$ cat src/rtl/uart_tx_pkg.sv
package uart_tx_pkg;

    typedef enum logic [1:0] {
        CH_NORMAL = 2'b00,
        CH_ECHO   = 2'b01,
        CH_LOCAL  = 2'b10,
        CH_REMOTE = 2'b11
    } chan_mode_e;

endpackage

$ cat src/rtl/uart_tx_hold.sv
module uart_tx_hold #(
    parameter int DATA_W = 8
) (
    input  logic              clk,
    input  logic              rst_n,
    input  logic              enable,
    input  logic              wr_en,
    input  logic [DATA_W-1:0] wr_data,
    input  logic              take,
    output logic              full,
    output logic [DATA_W-1:0] data
);

    typedef struct packed {
        logic              full;
        logic [DATA_W-1:0] data;
    } hold_st;

    hold_st st_d, st_q;

    always_comb begin
        st_d = st_q;
        if (enable) begin
            if (take) begin
                st_d.full = 1'b0;
            end
            // a write wins over a same-cycle take and replaces any pending byte
            if (wr_en) begin
                st_d.full = 1'b1;
                st_d.data = wr_data;
            end
        end
    end

    always_ff @(posedge clk or negedge rst_n) begin
        if (!rst_n) begin
            st_q <= '0;
        end else begin
            st_q <= st_d;
        end
    end

    assign full = st_q.full;
    assign data = st_q.data;

endmodule

$ cat src/rtl/uart_tx_shift.sv
module uart_tx_shift #(
    parameter int DATA_W     = 8,
    parameter int OVERSAMPLE = 16
) (
    input  logic              clk,
    input  logic              rst_n,
    input  logic              enable,
    input  logic              baud_tick,
    input  logic              load_valid,
    input  logic [DATA_W-1:0] load_data,
    output logic              take,
    output logic              busy,
    output logic              line
);

    localparam int FRAME_BITS = DATA_W + 2;
    localparam int CNT_W      = (OVERSAMPLE > 1) ? $clog2(OVERSAMPLE) : 1;
    localparam int BIT_W      = $clog2(FRAME_BITS);
    localparam logic [CNT_W-1:0] TICK_LAST = CNT_W'(OVERSAMPLE - 1);
    localparam logic [BIT_W-1:0] BIT_LAST  = BIT_W'(FRAME_BITS - 1);

    typedef struct packed {
        logic                  busy;
        logic [FRAME_BITS-1:0] frame;
        logic [BIT_W-1:0]      bit_cnt;
        logic [CNT_W-1:0]      tick_cnt;
    } shift_st;

    shift_st st_d, st_q;

    assign take = enable && !st_q.busy && load_valid;

    always_comb begin
        st_d = st_q;
        if (enable) begin
            if (st_q.busy) begin
                if (baud_tick) begin
                    if (st_q.tick_cnt == TICK_LAST) begin
                        st_d.tick_cnt = '0;
                        if (st_q.bit_cnt == BIT_LAST) begin
                            st_d.busy = 1'b0;
                        end else begin
                            st_d.bit_cnt = st_q.bit_cnt + 1'b1;
                            st_d.frame   = {1'b1, st_q.frame[FRAME_BITS-1:1]};
                        end
                    end else begin
                        st_d.tick_cnt = st_q.tick_cnt + 1'b1;
                    end
                end
            end else if (load_valid) begin
                st_d.busy     = 1'b1;
                st_d.frame    = {1'b1, load_data, 1'b0};
                st_d.bit_cnt  = '0;
                st_d.tick_cnt = '0;
            end
        end
    end

    always_ff @(posedge clk or negedge rst_n) begin
        if (!rst_n) begin
            st_q <= '{busy: 1'b0, frame: '1, bit_cnt: '0, tick_cnt: '0};
        end else begin
            st_q <= st_d;
        end
    end

    assign busy = st_q.busy;
    assign line = st_q.busy ? st_q.frame[0] : 1'b1;

endmodule

$ cat src/rtl/uart_tx_route.sv
module uart_tx_route
    import uart_tx_pkg::*;
(
    input  chan_mode_e mode,
    input  logic       tx_line,
    input  logic       rx_pin,
    output logic       tx_pin,
    output logic       rx_feed
);

    always_comb begin
        case (mode)
            CH_NORMAL: begin tx_pin = tx_line; rx_feed = rx_pin;  end
            CH_ECHO:   begin tx_pin = rx_pin;  rx_feed = rx_pin;  end
            CH_LOCAL:  begin tx_pin = 1'b1;    rx_feed = tx_line; end
            default:   begin tx_pin = rx_pin;  rx_feed = 1'b1;    end
        endcase
    end

endmodule

$ cat src/rtl/uart_tx_chan.sv
module uart_tx_chan
    import uart_tx_pkg::*;
#(
    parameter int DATA_W     = 8,
    parameter int OVERSAMPLE = 16
) (
    input  logic              clk,
    input  logic              rst_n,
    input  logic              wr_en,
    input  logic [DATA_W-1:0] wr_data,
    input  logic [1:0]        chan_mode,
    input  logic              baud_tick,
    input  logic              rx_pin,
    output logic              tx_pin,
    output logic              rx_feed,
    output logic              tx_ready,
    output logic              tx_empty
);

    chan_mode_e        mode;
    logic              path_en;
    logic              hold_full;
    logic [DATA_W-1:0] hold_data;
    logic              take;
    logic              sh_busy;
    logic              tx_line;

    assign mode    = chan_mode_e'(chan_mode);
    assign path_en = (mode != CH_REMOTE);

    uart_tx_hold #(.DATA_W(DATA_W)) u_hold (
        .clk     (clk),
        .rst_n   (rst_n),
        .enable  (path_en),
        .wr_en   (wr_en),
        .wr_data (wr_data),
        .take    (take),
        .full    (hold_full),
        .data    (hold_data)
    );

    uart_tx_shift #(.DATA_W(DATA_W), .OVERSAMPLE(OVERSAMPLE)) u_shift (
        .clk        (clk),
        .rst_n      (rst_n),
        .enable     (path_en),
        .baud_tick  (baud_tick),
        .load_valid (hold_full),
        .load_data  (hold_data),
        .take       (take),
        .busy       (sh_busy),
        .line       (tx_line)
    );

    uart_tx_route u_route (
        .mode    (mode),
        .tx_line (tx_line),
        .rx_pin  (rx_pin),
        .tx_pin  (tx_pin),
        .rx_feed (rx_feed)
    );

    assign tx_ready = !hold_full;
    assign tx_empty = !hold_full && !sh_busy;

endmodule

$ cat config.mk
export PLATFORM = sky130hd
export DESIGN_NAME = uart_tx_chan
export DESIGN_NICKNAME = d
export VERILOG_FILES = /design/src/rtl/uart_tx_pkg.sv /design/src/rtl/uart_tx_hold.sv /design/src/rtl/uart_tx_shift.sv /design/src/rtl/uart_tx_route.sv /design/src/rtl/uart_tx_chan.sv
export SDC_FILE = /design/constraint.sdc
export NUM_CORES = 1
export LEC_CHECK = 0
export ABC_AREA = 1
export ABC_CLOCK_PERIOD_IN_PS = 1990
export BUFFER_PORTS_ARGS = -buffer_cell sky130_fd_sc_hd__buf_2
export CORE_MARGIN = 5
export CORE_UTILIZATION = 55
export DETAILED_ROUTE_END_ITERATION = 10
export PLACE_DENSITY = 0.77
export REMOVE_ABC_BUFFERS = 1
export SETUP_SLACK_MARGIN = 0.5
export SLEW_MARGIN = 20
export SYNTH_ARGS = -nofsm -noshare
export SYNTH_HDL_FRONTEND = slang
export SYNTH_SLANG_ARGS = --single-unit
$ cat constraint.sdc
create_clock -name clk -period 1.99 [get_ports clk]
set_input_delay 0.2985 -clock clk [delete_from_list [all_inputs] [get_ports clk]]
set_output_delay 0.2985 -clock clk [all_outputs]
set_load 0.005 [all_outputs]
==> impl_metrics.yaml <==
floorplanning:
  die_y_um: 60.70
  row_count: 18
  core-area_mm2: 0.002477
  initial_core_util_pct: 57.07
  die_w_um: 60.70
  dieArea_mm2: 0.003684
  io_pins: 19
critical_path:
  reg2reg_depth: 8
  end_kind: "output port"
  rr_startpoint: "u_shift.st_q[0]"
  cp-start-kind: "flop"
  path_class: "flop to output port"
  crit_fanout: 2
  reg2reg_slack_ns: 0.54
  r2r_end: "u_shift.st_q[12]"
  worstPathRequired_ns: 1.69
  slowest_delay_ns: 0.57
  cp_slowest_cell: "dfstp_2"
  path_cells: "nor3_2 > a22oi_1 > buf_2"
  cp.arrival_ns: 1.22
timing:
  setup_viol: 0
  grt_setup_unrepaired: "yes"
  tightest_slew_ns: 0.5971
  maxSlewHeadroom_pct: 60.20
  period_share_pct: 76.51
  report.final.slew_viol_count: 0
  hold_viol_final: 0
  fmax_mhz: 656.8
  fin_skew_ns: 0.01147
  fin_crit_ns: 1.522
  finalSetupTns_ns: 0
pwr:
  p_comb_share_pct: 23.2
  switching_share_pct: 29.43
  peakVddDrop_mv: 0.6497
  power_density_mw_per_mm2: 865.9
  p_int_w: 0.001012
  p_clk_share_pct: 19.6
  seq_power_share_pct: 57.2
  p_sw_w: 0.0004218
  leakagePower_nw: 0.8224
placed_design:
  hpwl_um: 2032
  place_congestion: 0.7553
  port_buffers: 18
  placed_cell_area_mm2: 0.001514
  dpl.cell_count: 215
synthesis:
  yosysWarnings: 0
  syn_avg_cell_area_um2: 8.317
  synth-xor-area-share_pct: 0.6195
  syn_area_mm2: 0.001414
  synthSimpleGateAreaFrac_pct: 23.45
  synth_compound_area_share_pct: 12.74
  synth_top_family_by_area: "simple AND/OR/NAND/NOR gates"
  syn_inst: 170
  yosysSeqAreaShare_pct: 50.44
  synthAdderAreaFrac_pct: 2.655
  synth_mux_area_share_pct: 0.7965
  ys_seq_elements: 28
  ys_types: 25
route:
  drt-initial-drc-count: 42
  num_vias: 1178
  first_pass_iters: 4
  via_per_inst: 5.167
  wire_per_inst_um: 12.81
  drc: 0
  ant_nets: 0
  drt_wl_total_um: 2920
cts:
  clock_latency_ns: 0.33
  path_clk_slew_ns: 0.16
  clock_sink_count: 28
  cts_buffer_depth: 2
  cts_buffers: 3
  cts_tree: "yes"
  cts_root_buf: "clkbuf_4"
  cts_max_level: 1
finish:
  diodes: 0
  mostFrequentLayoutCell: "nand2_1"
  final_nets: 217
  fillers: 202
  final_cell_mix: "nand2_1 (39), inv_1 (23), buf_2 (18), nor2_1 (17), dfrtp_1 (16)"
  area_growth_pct: 17.08
  layout-drive-gt1-share_pct: 29.29
  final_cell_count_no_fill: 228
  fin_area_mm2: 0.001655
global_route:
  grt_pass1_wl_um: 4954
  grt_overflow_total: 0
  grt_max_degree: 29
  antenna_found_initial: 0
  grt_pass1_vias: 1162
  track_usage_pct: 17.79
flow_run:
  max-cap-violations: 0
status:
  status: "completed"
worst_hold_path:
  holdCritPathClass: "input pin to flop"
  hold_depth: 2
  hold_end: "u_hold.data[7]"
  min_from: "wr_data[7]"
[logic make-up (layout without fill, tap and decap cells)]
logic type               after synthesis  after routing
adder cells (fa/ha/maj)                3              3
XOR/XNOR                               1              1
AO/OA/AOI/OAI                         32             32
AND/OR/NAND/NOR                       76             76
multiplexers                           1              1
flip-flops                            28             28
buffers and inverters                 29             57
[power by group through the flow]
stage / Combinational [W] / Clock [W] / Sequential [W]
2_1_floorplan: 0.000201 / 0 / 0.000809
3_3_place_gp: 0.000261 / 0 / 0.000820
3_5_place_dp: 0.000274 / 0 / 0.000827
4_1_cts: 0.000306 / 0.000291 / 0.000812
5_1_grt: 0.000385 / 0.000318 / 0.000834
6_report: 0.000333 / 0.000281 / 0.000820
[critical path: cells and delay by family (launching register included)]
family,cells,cell delay (ns)
compound gates,1,0.13
buf+inv,1,0.15
flops,1,0.57
simple gates,1,0.04
[through the flow]
step / utilization (%) / hold slack [ns] / setup WS, ns / total power (W)
floorplan: - / 0.002909 / 0.6309 / 0.001010
global placement: 61.11 / 0.3401 / 0.4593 / 0.001081
detailed placement: 61.11 / 0.3457 / 0.4133 / 0.001101
CTS: 64.85 / 0.1850 / 0.4638 / 0.001409
global route: 66.82 / 0.1737 / 0.3774 / 0.001536
finish: 66.82 / 0.1905 / 0.4675 / 0.001433
[worst max path at each step]
stage	start	end	slack [ns]	depth (start not counted)
6_report	u_shift.st_q[8]	tx_pin	0.47	3
5_1_grt	u_shift.busy	tx_pin	0.38	4
4_1_cts	u_shift.st_q[8]	tx_pin	0.46	3
3_5_place_dp	u_shift.st_q[0]	u_shift.st_q[12]	0.41	7
3_3_place_gp	u_shift.st_q[0]	u_shift.st_q[16]	0.46	7
2_1_floorplan	u_shift.st_q[0]	u_shift.st_q[7]	0.63	7
[what timing repair did]
item / in CTS / in global routing
buffers inserted: 5 / 3
pin swaps: 3 / 2
endpoints found under the setup margin: 15 / 16
gates resized for setup: 3 / 7
endpoints found under the hold margin: 18 / 0
hold buffers: 1 / 0
[area by class of cell]
type	count	area [µm²]	area share, %
multi-input cells	113	594.3	35.90
clock buffers	4	36.28	2.192
well taps	30	37.54	2.268
inverters	25	96.34	5.820
flip-flops and latches	28	715.7	43.23
repair buffers	28	175.2	10.58
[flip-flops by register name, summed over array words and instances, names as in the netlist]
register and flops:
u_hold.data 8, u_shift.st_q 18, u_hold.full 1, u_shift.busy 1
[Yosys cell counts]
library cell | n | area (µm²)
a21oi_1 | 13 | 65.06
a21oi_4 | 1 | 16.27
a22oi_1 | 1 | 7.510
buf_2 | 1 | 5.000
buf_4 | 1 | 7.510
buf_6 | 2 | 22.52
dfrtp_1 | 18 | 450.4
dfstp_2 | 10 | 262.8
ha_1 | 3 | 37.54
inv_1 | 23 | 86.33
inv_2 | 1 | 3.750
inv_4 | 1 | 6.260
mux2_2 | 1 | 11.26
nand2_1 | 42 | 157.7
nand2_2 | 3 | 18.77
nand2_4 | 2 | 22.52
nand3_1 | 8 | 40.04
nand4_1 | 2 | 12.51
nor2_1 | 17 | 63.81
nor2_4 | 1 | 11.26
nor3_1 | 1 | 5.000
o21ai_0 | 6 | 30.03
o21ai_1 | 6 | 30.03
o22ai_1 | 5 | 31.28
xor2_1 | 1 | 8.760
[layer usage]
layer	wire, µm	global-route usage [%]	vias to the layer above
met5	0	0	-
met4	10	5.573	0
met3	149	2.979	2
met2	1473	30.38	34
met1	1286	23.10	545
li1	-	-	597
Note: power is estimated with default switching activity, not from simulation.
